===== config.mk =====
export PLATFORM = sky130hd
export DESIGN_NAME = cpu_timer_bank
export DESIGN_NICKNAME = d
export VERILOG_FILES = /design/src/rtl/ctb_pkg.sv /design/src/rtl/ctb_mode.sv /design/src/rtl/ctb_unit.sv /design/src/rtl/cpu_timer_bank.sv
export SDC_FILE = /design/constraint.sdc
export NUM_CORES = 1
export LEC_CHECK = 0
export BUFFER_PORTS_ARGS = -buffer_cell sky130_fd_sc_hd__buf_2
export CORE_MARGIN = 1.5
export CORE_UTILIZATION = 58
export CTS_CLUSTER_SIZE = 40
export DETAILED_ROUTE_END_ITERATION = 6
export PLACE_DENSITY = 0.89
export SLEW_MARGIN = 20
export SYNTH_ARGS = -nofsm -noshare
export SYNTH_HDL_FRONTEND = slang
export SYNTH_SLANG_ARGS = --single-unit

===== constraint.sdc =====
create_clock -name clk -period 4.8 [get_ports clk]
set_clock_uncertainty 0.1 [all_clocks]
set_input_delay 0.72 -clock clk [delete_from_list [all_inputs] [get_ports clk]]
set_output_delay 0.72 -clock clk [all_outputs]
set_load 0.01 [all_outputs]

===== src/rtl/ctb_pkg.sv =====
package ctb_pkg;
    // Word indices decoded by the processor timers and the system instance
    localparam logic [2:0] IX_LIM   = 3'd0;
    localparam logic [2:0] IX_CNT   = 3'd1;
    localparam logic [2:0] IX_NORST = 3'd2;
    localparam logic [2:0] IX_RUN   = 3'd3;
    localparam logic [2:0] IX_MODE  = 3'd4;
endpackage


===== src/rtl/ctb_mode.sv =====
module ctb_mode #(
    parameter int NCPU = 4
) (
    input  logic            clk,
    input  logic            rst_n,
    input  logic            wr,
    input  logic [NCPU-1:0] wbits,
    output logic [NCPU-1:0] mode,
    output logic [NCPU-1:0] set_one,
    output logic [NCPU-1:0] flip
);
    logic [NCPU-1:0] mode_d, mode_q;

    always_comb begin
        mode_d  = mode_q;
        set_one = '0;
        flip    = '0;
        if (wr) begin
            mode_d  = wbits;
            set_one = wbits;
            flip    = wbits ^ mode_q;
        end
    end

    always_ff @(posedge clk or negedge rst_n) begin
        if (!rst_n) mode_q <= '0;
        else        mode_q <= mode_d;
    end

    assign mode = mode_q;
endmodule


===== src/rtl/ctb_unit.sv =====
module ctb_unit
    import ctb_pkg::*;
#(
    parameter int LSB = 9
) (
    input  logic        clk,
    input  logic        rst_n,
    input  logic        tick,
    input  logic        user,
    input  logic        mode_set,
    input  logic        mode_flip,
    input  logic        rd_en,
    input  logic        wr_en,
    input  logic [2:0]  idx,
    input  logic [31:0] wdata,
    output logic [31:0] rdata,
    output logic        irq
);
    localparam int CW = 63 - LSB;   // count bits in the 64-bit view
    localparam int PW = 31 - LSB;   // period bits in the limit field
    localparam logic [30:0] LIM_MASK = {{PW{1'b1}}, {LSB{1'b0}}};

    typedef struct packed {
        logic [CW-1:0] cnt;
        logic [30:0]   lim;
        logic          reached;
        logic          irq;
        logic          run;
        logic [31:0]   snap;
        logic          snap_vld;
    } unit_st_t;

    unit_st_t st_d, st_q;

    logic [63:0]   view;
    logic [PW-1:0] per;
    logic [CW-1:0] cnt_inc;
    logic          wrap;
    logic          adv;
    logic          cnt_rst;
    logic          unused_top;

    assign unused_top = wdata[31];
    assign view       = {1'b0, st_q.cnt, {LSB{1'b0}}};
    assign cnt_inc    = st_q.cnt + 1'b1;

    always_comb begin
        per = st_q.lim[30:LSB];
        if (per == '0) per = '1;
    end

    assign wrap = ({{(CW-PW){1'b0}}, per} <= cnt_inc);
    assign adv  = tick && (!user || st_q.run);

    // Read data for the selected word, from the current state
    always_comb begin
        unique case (idx)
            IX_LIM:  rdata = user ? view[63:32] : {1'b0, st_q.lim};
            IX_CNT:  rdata = user ? (st_q.snap_vld ? st_q.snap : view[31:0])
                                  : {st_q.reached, view[30:0]};
            IX_RUN:  rdata = {31'd0, st_q.run};
            default: rdata = '0;
        endcase
    end

    always_comb begin
        st_d    = st_q;
        cnt_rst = 1'b0;

        if (rd_en) begin
            if (idx == IX_LIM) begin
                if (user) begin
                    st_d.snap     = view[31:0];
                    st_d.snap_vld = 1'b1;
                end else begin
                    st_d.reached = 1'b0;
                    st_d.irq     = 1'b0;
                end
            end else if (idx == IX_CNT && user) begin
                st_d.snap_vld = 1'b0;
            end
        end

        if (wr_en) begin
            if (idx == IX_LIM || idx == IX_CNT) begin
                if (user) begin
                    st_d.irq = 1'b0;
                    st_d.lim = '1;
                    cnt_rst  = 1'b1;
                end else if (idx == IX_LIM) begin
                    st_d.irq = 1'b0;
                    st_d.lim = wdata[30:0] & LIM_MASK;
                    cnt_rst  = 1'b1;
                end
            end else if (idx == IX_NORST) begin
                st_d.lim = wdata[30:0] & LIM_MASK;
            end else if (idx == IX_RUN && user) begin
                st_d.run = wdata[0];
            end
        end

        if (mode_set) begin
            st_d.irq = 1'b0;
            st_d.lim = '1;
        end
        if (mode_flip) begin
            cnt_rst  = 1'b1;
            st_d.run = 1'b1;
        end

        if (cnt_rst) begin
            st_d.cnt      = '0;
            st_d.snap_vld = 1'b0;
        end else if (adv) begin
            if (user) begin
                st_d.cnt = cnt_inc;
            end else if (wrap) begin
                st_d.cnt     = '0;
                st_d.reached = 1'b1;
                st_d.irq     = 1'b1;
            end else begin
                st_d.cnt = cnt_inc;
            end
        end
    end

    always_ff @(posedge clk or negedge rst_n) begin
        if (!rst_n) begin
            st_q.cnt      <= '0;
            st_q.lim      <= LIM_MASK;
            st_q.reached  <= 1'b0;
            st_q.irq      <= 1'b0;
            st_q.run      <= 1'b1;
            st_q.snap     <= '0;
            st_q.snap_vld <= 1'b0;
        end else begin
            st_q <= st_d;
        end
    end

    assign irq = st_q.irq;
endmodule


===== src/rtl/cpu_timer_bank.sv =====
module cpu_timer_bank
    import ctb_pkg::*;
#(
    parameter int NCPU = 4,
    parameter int LSB  = 9,
    localparam int SW  = (NCPU > 1) ? $clog2(NCPU) : 1
) (
    input  logic            clk,
    input  logic            rst_n,
    input  logic            tick,
    input  logic            sel_sys,
    input  logic [SW-1:0]   sel_cpu,
    input  logic [2:0]      idx,
    input  logic            wr_en,
    input  logic            rd_en,
    input  logic [31:0]     wdata,
    output logic [31:0]     rdata,
    output logic [NCPU-1:0] irq
);
    localparam int NSLOT = 2 ** SW;

    logic [NCPU-1:0] mode_q;
    logic [NCPU-1:0] mode_set;
    logic [NCPU-1:0] mode_flip;
    logic            mode_wr;
    logic [31:0]     unit_rd [NSLOT];
    logic [31:0]     rdata_d, rdata_q;

    assign mode_wr = wr_en && sel_sys && (idx == IX_MODE);

    ctb_mode #(.NCPU(NCPU)) u_mode (
        .clk     (clk),
        .rst_n   (rst_n),
        .wr      (mode_wr),
        .wbits   (wdata[NCPU-1:0]),
        .mode    (mode_q),
        .set_one (mode_set),
        .flip    (mode_flip)
    );

    for (genvar i = 0; i < NSLOT; i++) begin : g_slot
        if (i < NCPU) begin : g_unit
            logic hit;
            assign hit = !sel_sys && (sel_cpu == SW'(i));
            ctb_unit #(.LSB(LSB)) u_unit (
                .clk       (clk),
                .rst_n     (rst_n),
                .tick      (tick),
                .user      (mode_q[i]),
                .mode_set  (mode_set[i]),
                .mode_flip (mode_flip[i]),
                .rd_en     (rd_en && hit),
                .wr_en     (wr_en && hit),
                .idx       (idx),
                .wdata     (wdata),
                .rdata     (unit_rd[i]),
                .irq       (irq[i])
            );
        end else begin : g_empty
            assign unit_rd[i] = '0;
        end
    end

    always_comb begin
        rdata_d = rdata_q;
        if (rd_en) begin
            if (sel_sys) rdata_d = (idx == IX_MODE) ? 32'(mode_q) : '0;
            else         rdata_d = unit_rd[sel_cpu];
        end
    end

    always_ff @(posedge clk or negedge rst_n) begin
        if (!rst_n) rdata_q <= '0;
        else        rdata_q <= rdata_d;
    end

    assign rdata = rdata_q;
endmodule


==> flow_metrics.py, run 1 <==
metrics = {
    "clock_network": {
        "htree_num_levels": 2,
        "cts-root-buf": "sky130_fd_sc_hd__clkbuf_16",
        "postCtsHoldBufs": 0,
        "worstSkewPairLatency_ns": 0.62,
        "cts_inserted_buffers": 50,
        "clock_tree.buffer_depth": 3,
        "num_clock_sinks": 452,
        "clk_pin_slew_worst_paths_ns": 0.06,
        "tritoncts": "done",
    },
    "yosys": {
        "syn_area_sq_um": 31600,
        "post_synth_mux_area_share": 0.139,
        "post_synth_and_or_nand_nor_area_fraction": 0.234,
        "ys_top_cells_by_area": "sky130_fd_sc_hd__dfrtp_1 29%, sky130_fd_sc_hd__dfstp_2 7.7%, sky130_fd_sc_hd__mux2i_1 6.8%",
        "synth.lib_cells_used.distinct": 93,
        "post-synth-top-area-cell": "sky130_fd_sc_hd__dfrtp_1",
        "synthesis.area_per_instance_sq_um": 9.05,
        "synth.yosys.warnings": 0,
        "syn-num-nets": 3621,
        "share_of_the_yosys_chip_area_belonging_to_registers": 0.362,
        "synth-xor-area-share": 0.0341,
        "dominantRegCellSynth": "sky130_fd_sc_hd__dfrtp_1",
        "yosys.area.top_type_share": 0.285,
        "synth_cells": 3486,
        "synth-adder-area-share": 0.0365,
        "asyncSetResetFlopFracSynth": 1.00,
        "ys_ff_latch": 452,
        "dominant_combinational_cell_family_by_area_after_synthesis": "simple AND/OR/NAND/NOR gates",
        "synth-compound-area-share": 0.147,
        "synth_edf_count": 0,
    },
    "power_and_ir_drop": {
        "power-per-cell-area_nw_per_um2": 349,
        "switching_share": 0.333,
        "comb_power_share": 0.271,
        "power.net_switching_mw": 4.10,
        "vdd_drop_max_uv": 276,
        "leakagePower_nw": 14.9,
        "power.share.sequential": 0.384,
        "p_int_mw": 8.23,
        "share_clk_of_total_power": 0.345,
    },
    "grt": {
        "vias_in_the_first_global_route": 27500,
        "grt_util_all_layers": 0.381,
        "grt_start_max_net_pins": 116,
        "number_of_antenna_violations_at_the_first_check_in_global_routing": 8,
        "grt_overflow": 0,
        "grt_first_pass_wirelength_um": 165000,
    },
    "sta": {
        "finalWorstPathRequiredPeriod_ns": 4.74,
        "timing.hold.ws_ns": 0.0500,
        "maxSlewViolCount": 0,
        "slew_headroom": 0.332,
        "period_share": 0.987,
        "fmax_ghz": 0.211,
        "fin_ws_ns": 0.0621,
        "tightestPinTransition_ns": 0.999,
        "timing.final.hold_violations": 0,
        "number_of_endpoints_failing_setup_at_the_final_stage": 0,
    },
    "worst_setup_path": {
        "setup.worst_path.start": "g_slot[1].g_unit.u_unit.st_q[77]",
        "data_required_critical_path_ns": 5.25,
        "element_type_at_the_critical_path_end": "flop",
        "regToRegStartpoint": "g_slot[1].g_unit.u_unit.st_q[77]",
        "critical_path_peak_fanout": 5,
        "startpoint_type": "flop",
        "timing_worst_setup_path_type": "flop to flop",
        "critical_path_arrival_ns": 5.19,
    },
    "floorplan": {
        "die_y_um": 236,
        "die_width_um": 236,
        "start_util": 0.586,
        "die-area_sq_um": 55800,
        "rows": 85,
        "io-pin-count": 79,
        "design.core.area_sq_um": 53800,
    },
    "layout": {
        "nNetsFinal": 3656,
        "syn2layout_area_growth_pct": 11.8,
        "sequential_cell_area_sq_um": 11400,
        "finish.cell_count_without_fillers": 4260,
        "design_area_sq_um": 35300,
        "multiInputGateArea_sq_um": 18800,
        "drive_gt1_frac": 0.219,
        "final.fill_count": 4115,
        "finish.utilization": 0.656,
    },
    "min_path": {
        "holdCritPathClass": "primary input to asynchronous set/reset pin",
    },
    "detailed_routing": {
        "first_iter_violations": 4298,
        "route.antenna.remaining_nets": 0,
        "drt-vias-per-instance": 7.02,
        "detailroute.via_count": 29900,
        "routed_wirelength_um": 109000,
        "drt-pass1-iter-count": 7,
        "remaining_drc_errors": 1,
        "detail_routed_net_length_per_standard_cell_um": 25.6,
    },
    "status": {
        "result_of_the_run": "finished with violations",
        "violations": "DRC",
    },
    "place": {
        "dp.cells": 4149,
        "place_hpwl_um": 78000,
        "detailedPlace.worstSlack_ns": -0.0155,
        "placedInstanceArea_sq_um": 33200,
        "buffer_ports.inserted": 72,
        "gpl.final_weighted_congestion": 1.08,
    },
    "flow_run": {
        "timing.max_cap.violations": 0,
    },
}
## registers in the layout, indices dropped and copies added (netlist names)
signal	flops
u_mode.mode	4
g_slot.g_unit.u_unit.st_q	412
g_slot.g_unit.u_unit.irq	4
rdata	32
## placed cells by master (no fill, tap or decap), drive strengths merged, types with 49 or more instances in the layout
cell	instances
o22a	88
nor4	89
nand3	195
o21ai	175
dfstp	92
clkbuf	76
inv	82
mux2i	214
nand2	353
and3	63
or3	49
mux2	108
ha	92
a21oi	152
or2	95
xor2	57
dfrtp	360
nand4	118
nor3	83
a21o	54
xnor2	66
nor2	160
buf	274
## routing by layer
| metal | global-route usage | part of all wire | vias to the layer above |
|---|---|---|---|
| met5 | 0 | 0.00041 | - |
| met1 | 0.519 | 0.38 | 14500 |
| li1 | - | - | 12900 |
| met2 | 0.546 | 0.42 | 2085 |
| met4 | 0.209 | 0.065 | 8 |
| met3 | 0.110 | 0.14 | 398 |
## worst max-delay path, stage by stage, from the launching register on
cell	delay, ns
sky130_fd_sc_hd__dfrtp_2	0.39
sky130_fd_sc_hd__buf_4	0.17
sky130_fd_sc_hd__nand4_1	0.18
sky130_fd_sc_hd__nor4_4	0.47
sky130_fd_sc_hd__nand2_2	0.13
sky130_fd_sc_hd__xor2_1	0.17
sky130_fd_sc_hd__ha_1	0.34
sky130_fd_sc_hd__nand4_1	0.16
sky130_fd_sc_hd__nor4_2	0.30
sky130_fd_sc_hd__buf_4	0.16
sky130_fd_sc_hd__o31ai_1	0.09
sky130_fd_sc_hd__nand3_1	0.17
sky130_fd_sc_hd__o2111ai_1	0.14
sky130_fd_sc_hd__nor4_1	0.28
sky130_fd_sc_hd__nand4_1	0.24
sky130_fd_sc_hd__o31a_4	0.43
sky130_fd_sc_hd__clkbuf_2	0.17
sky130_fd_sc_hd__buf_4	0.17
sky130_fd_sc_hd__or3_1	0.31
sky130_fd_sc_hd__o21ai_1	0.09
## final cells by class
class	count	share of cell area
inverters	82	0.00872
clock inverters	19	0.00745
well taps	696	0.0247
flip-flops and latches	452	0.324
diodes	1	0.0000709
clock buffers	75	0.0436
repair buffers	275	0.0573
multi-input cells	2660	0.534
## cell usage after synthesis, types with 82 or more instances
cell                       count
sky130_fd_sc_hd__a21oi_1     152
sky130_fd_sc_hd__mux2i_1     214
sky130_fd_sc_hd__o21ai_0     165
sky130_fd_sc_hd__or2_2        93
sky130_fd_sc_hd__dfstp_2      92
sky130_fd_sc_hd__mux2_2      108
sky130_fd_sc_hd__nand3_1     194
sky130_fd_sc_hd__ha_1         92
sky130_fd_sc_hd__nor3_1       82
sky130_fd_sc_hd__clkbuf_1    193
sky130_fd_sc_hd__nand4_1     116
sky130_fd_sc_hd__nand2_1     353
sky130_fd_sc_hd__dfrtp_1     360
sky130_fd_sc_hd__nor2_1      160
sky130_fd_sc_hd__o22a_1       88
## stage by stage
stage	power, mW	TNS, ns
after detailed placement	7.85	-0.0242
final	12.3	0
after floorplan	6.69	0
after CTS	12.1	0
after global placement	7.72	0
after global routing	12.7	-1.79
## power by group through the flow
stage / combinational, mW / clock [mW] / sequential [mW]
after detailed placement: 3.10 / 0 / 4.75
after CTS: 3.16 / 4.26 / 4.69
after global routing: 3.55 / 4.43 / 4.77
final: 3.34 / 4.25 / 4.74
after floorplan: 2.11 / 0 / 4.59
after global placement: 3.00 / 0 / 4.72
## path summary, 6_finish.rpt
check	endpoint	slack (ns)	cells past startpoint
min in group clk	u_mode.mode[1]	0.34	3
worst min register to register	g_slot[1].g_unit.u_unit.st_q[10]	0.38	2
worst max-delay path	g_slot[1].g_unit.u_unit.st_q[70]	0.06	19
max in group asynchronous	g_slot[0].g_unit.u_unit.st_q[75]	3.35	2
worst max register to register	g_slot[1].g_unit.u_unit.st_q[70]	0.06	19
worst min-delay path	g_slot[3].g_unit.u_unit.st_q[96]	0.05	1
## what timing repair did
action	CTS	global route
pin swaps	1	16
endpoints found under the setup margin	12	144
cloned	0	1
setup buffers	1	13
gates resized for setup	2	49
## logic make-up after synthesis
group	count (synthesis)
and+or+nand+nor	1380
buffers and inverters	374
xor gates and xnor gates	123
muxes	367
adders and majority gates	92
DFF	452
AOI/OAI and AO/OA	698
No activity file was read; power rests on OpenSTA's default activity.
==> inputs of run 2 (changes only) <==
--- a/config.mk
+++ b/config.mk
@@ -6,11 +6,14 @@
 export NUM_CORES = 1
 export LEC_CHECK = 0
 export BUFFER_PORTS_ARGS = -buffer_cell sky130_fd_sc_hd__buf_2
+export CELL_PAD_IN_SITES_DETAIL_PLACEMENT = 1
+export CELL_PAD_IN_SITES_GLOBAL_PLACEMENT = 1
 export CORE_MARGIN = 1.5
-export CORE_UTILIZATION = 58
+export CORE_UTILIZATION = 45
 export CTS_CLUSTER_SIZE = 40
 export DETAILED_ROUTE_END_ITERATION = 6
-export PLACE_DENSITY = 0.89
+export GPL_TIMING_DRIVEN = 0
+export PLACE_DENSITY = 0.88
 export SLEW_MARGIN = 20
 export SYNTH_ARGS = -nofsm -noshare
 export SYNTH_HDL_FRONTEND = slang
==> run 2 against run 1 <==
Net effect: the flow finishes with violations (DRC, setup timing); register-to-register slack worse by 0.63 ns; setup slack worse by 0.63 ns; non-clock buffer count up 170; sequential share of layout area down 1.5 points; cell count up 10%; final area up 4.9%; count of clock-buffer cells in the layout up 5; global-route usage down 0.054 points; total power up 13%; wire length up 43%; sequential power up 3%; clock power up 8.5%; critical path type unchanged; largest power group unchanged.
==> flow_metrics.py, run 2 (synthesis results as in run 1) <==
metrics = {
    "clock_network": {
        "clock_tree.buffer_depth": 3,
        "cts_inserted_buffers": 54,
        "tritoncts": "done",
        "clk_pin_slew_worst_paths_ns": 0.07,
        "worstSkewPairLatency_ns": 0.68,
        "htree_num_levels": 2,
        "num_clock_sinks": 452,
        "cts-root-buf": "sky130_fd_sc_hd__clkbuf_16",
    },
    "grt": {
        "grt_util_all_layers": 0.381,
        "vias_in_the_first_global_route": 32400,
        "number_of_antenna_violations_at_the_first_check_in_global_routing": 16,
        "grt_first_pass_wirelength_um": 205000,
        "grt_start_max_net_pins": 97,
        "grt_overflow": 0,
    },
    "detailed_routing": {
        "detail_routed_net_length_per_standard_cell_um": 33.1,
        "detailroute.via_count": 33800,
        "drt-vias-per-instance": 7.19,
        "remaining_drc_errors": 10,
        "route.antenna.remaining_nets": 0,
        "drt-pass1-iter-count": 7,
        "first_iter_violations": 4746,
        "routed_wirelength_um": 155000,
    },
    "sta": {
        "fin_ws_ns": -0.572,
        "fmax_ghz": 0.186,
        "rsz0062_at_grt": "yes",
        "finalWorstPathRequiredPeriod_ns": 5.37,
        "maxSlewViolCount": 0,
        "period_share": 1.12,
        "timing.final.hold_violations": 0,
        "number_of_endpoints_failing_setup_at_the_final_stage": 121,
        "slew_headroom": 0.276,
        "totalNegativeSetupSlack_ns": -36.64,
        "tightestPinTransition_ns": 1.08,
    },
    "worst_setup_path": {
        "rr_worst_depth": 20,
        "regToRegStartpoint": "g_slot[3].g_unit.u_unit.st_q[81]",
        "element_type_at_the_critical_path_end": "flop",
        "timing.rr.end": "g_slot[3].g_unit.u_unit.st_q[71]",
        "regToRegSetupSlack_ns": -0.57,
        "timing_worst_setup_path_type": "flop to flop",
        "data_required_critical_path_ns": 5.26,
        "critical_path_peak_fanout": 7,
        "critical_path_arrival_ns": 5.83,
        "startpoint_type": "flop",
    },
    "min_path": {
        "holdCritPathClass": "primary input to flop",
        "worst_hold_path.num_cells": 3,
        "holdCritStartpoint": "wdata[0]",
        "min_to": "g_slot[1].g_unit.u_unit.st_q[33]",
    },
    "place": {
        "detailedPlace.worstSlack_ns": -1.71,
        "buffer_ports.inserted": 68,
        "place_hpwl_um": 98300,
        "placedInstanceArea_sq_um": 33200,
        "gpl.final_weighted_congestion": 1.13,
    },
    "status": {
        "result_of_the_run": "finished with violations",
        "violations": "DRC, setup timing",
    },
    "power_and_ir_drop": {
        "vdd_drop_max_uv": 237,
        "leakagePower_nw": 15.5,
        "power-per-cell-area_nw_per_um2": 375,
    },
    "floorplan": {
        "die-area_sq_um": 71700,
        "io-pin-count": 79,
        "rows": 96,
        "die_width_um": 268,
        "design.core.area_sq_um": 68900,
        "die_y_um": 268,
        "start_util": 0.458,
    },
    "layout": {
        "nNetsFinal": 3830,
        "layout.cells.most_common": "sky130_fd_sc_hd__nand2_1",
        "drive_gt1_frac": 0.229,
        "number_of_flip_flops_in_the_largest_register": 412,
        "design_area_sq_um": 37000,
        "syn2layout_area_growth_pct": 17.3,
        "registers.top_by_ff_count": "g_slot.g_unit.u_unit.st_q",
        "mostFrequentLayoutCells": "344 x sky130_fd_sc_hd__nand2_1, 337 x sky130_fd_sc_hd__dfrtp_1, 213 x sky130_fd_sc_hd__mux2i_1",
    },
    "flow_run": {
        "timing.max_cap.violations": 0,
    },
}
run 2: changes by cell type in the layout (fill, tap and decap cells not counted), moves of 10 or more:
cell	before	now
sky130_fd_sc_hd__buf_2	72	96
sky130_fd_sc_hd__buf_4	190	106
sky130_fd_sc_hd__buf_1	0	30
sky130_fd_sc_hd__nand3_2	5	21
sky130_fd_sc_hd__o21ai_1	12	24
sky130_fd_sc_hd__clkbuf_1	9	165
sky130_fd_sc_hd__nand3_1	190	166
sky130_fd_sc_hd__clkbuf_2	1	20
sky130_fd_sc_hd__clkbuf_4	0	10
sky130_fd_sc_hd__o21ai_0	163	145
sky130_fd_sc_hd__nor4_4	5	15
sky130_fd_sc_hd__diode_2	1	20
run 2: worst max-delay path, stage by stage, from the launching register on:
cell	delay, ns
sky130_fd_sc_hd__dfrtp_2	0.53
sky130_fd_sc_hd__inv_1	0.19
sky130_fd_sc_hd__or4_4	0.59
sky130_fd_sc_hd__or3_1	0.41
sky130_fd_sc_hd__and2_1	0.26
sky130_fd_sc_hd__ha_1	0.41
sky130_fd_sc_hd__nand4_1	0.22
sky130_fd_sc_hd__buf_4	0.21
sky130_fd_sc_hd__buf_4	0.15
sky130_fd_sc_hd__nor3_1	0.24
sky130_fd_sc_hd__nand2_1	0.15
sky130_fd_sc_hd__o2111ai_2	0.16
sky130_fd_sc_hd__o2111ai_2	0.16
sky130_fd_sc_hd__nor3_2	0.19
sky130_fd_sc_hd__nand4_1	0.11
sky130_fd_sc_hd__buf_6	0.16
sky130_fd_sc_hd__o31ai_4	0.30
sky130_fd_sc_hd__buf_6	0.23
sky130_fd_sc_hd__buf_12	0.15
sky130_fd_sc_hd__nand2_2	0.07
sky130_fd_sc_hd__mux2i_2	0.26
run 2: cell type report:
cell class	count	area (sq um)
clock inverters	21	265
plain buffers	273	1320
flip-flops and latches	452	11500
fillers	7877	31900
inverters	82	308
clock buffers	80	1610
well taps	931	1160
multi-input cells	2660	19500
diodes	20	50.0
repair buffers	172	1370
run 2: layer usage:
layer / track usage / vias up / wire length, um
met2: 0.568 / 2781 / 65000
li1: - / 13300 / -
met1: 0.483 / 16600 / 55100
met3: 0.107 / 1004 / 20500
met4: 0.243 / 32 / 14200
met5: 0.0311 / - / 610
run 2: worst max-delay path by stage:
stage / startpoint / to
6_report: g_slot[3].g_unit.u_unit.st_q[81] / g_slot[3].g_unit.u_unit.st_q[71]
2_1_floorplan: g_slot[3].g_unit.u_unit.st_q[67] / g_slot[3].g_unit.u_unit.st_q[77]
5_1_grt: g_slot[3].g_unit.u_unit.st_q[81] / g_slot[3].g_unit.u_unit.st_q[71]
3_5_place_dp: g_slot[3].g_unit.u_unit.st_q[70] / g_slot[3].g_unit.u_unit.st_q[98]
3_3_place_gp: rst_n / g_slot[0].g_unit.u_unit.st_q[108]
4_1_cts: g_slot[2].g_unit.u_unit.st_q[67] / g_slot[2].g_unit.u_unit.st_q[101]
run 2: power by group:
group / switching, mW / leakage (nW) / internal (mW)
combinational: 2.75 / 8.67 / 1.65
clock: 1.97 / 0.930 / 2.64
sequential: 0.553 / 5.88 / 4.31
total: 5.27 / 15.5 / 8.61
run 2: repair_timing:
item | 4_1_cts | 5_1_grt
setup buffers | 35 | 59
hold buffers | 1 | 0
gates cloned | 0 | 4
endpoints found under the setup margin | 201 | 204
pin swaps | 26 | 59
resized for setup | 137 | 176
endpoints found under the hold margin | 46 | 0
run 2: through the flow:
| step | hold slack (ns) | cells | power [mW] | utilization |
|---|---|---|---|---|
| finish | 0.387 | 4691 | 13.9 | 0.537 |
| global route | 0.376 | 4677 | 14.0 | 0.536 |
| CTS | 0.334 | 4615 | 12.8 | 0.520 |
| detailed placement | 0.381 | 4490 | 8.08 | 0.482 |
| global placement | 0.359 | 4485 | 7.85 | 0.480 |
| floorplan | 0.324 | 3486 | 6.69 | - |
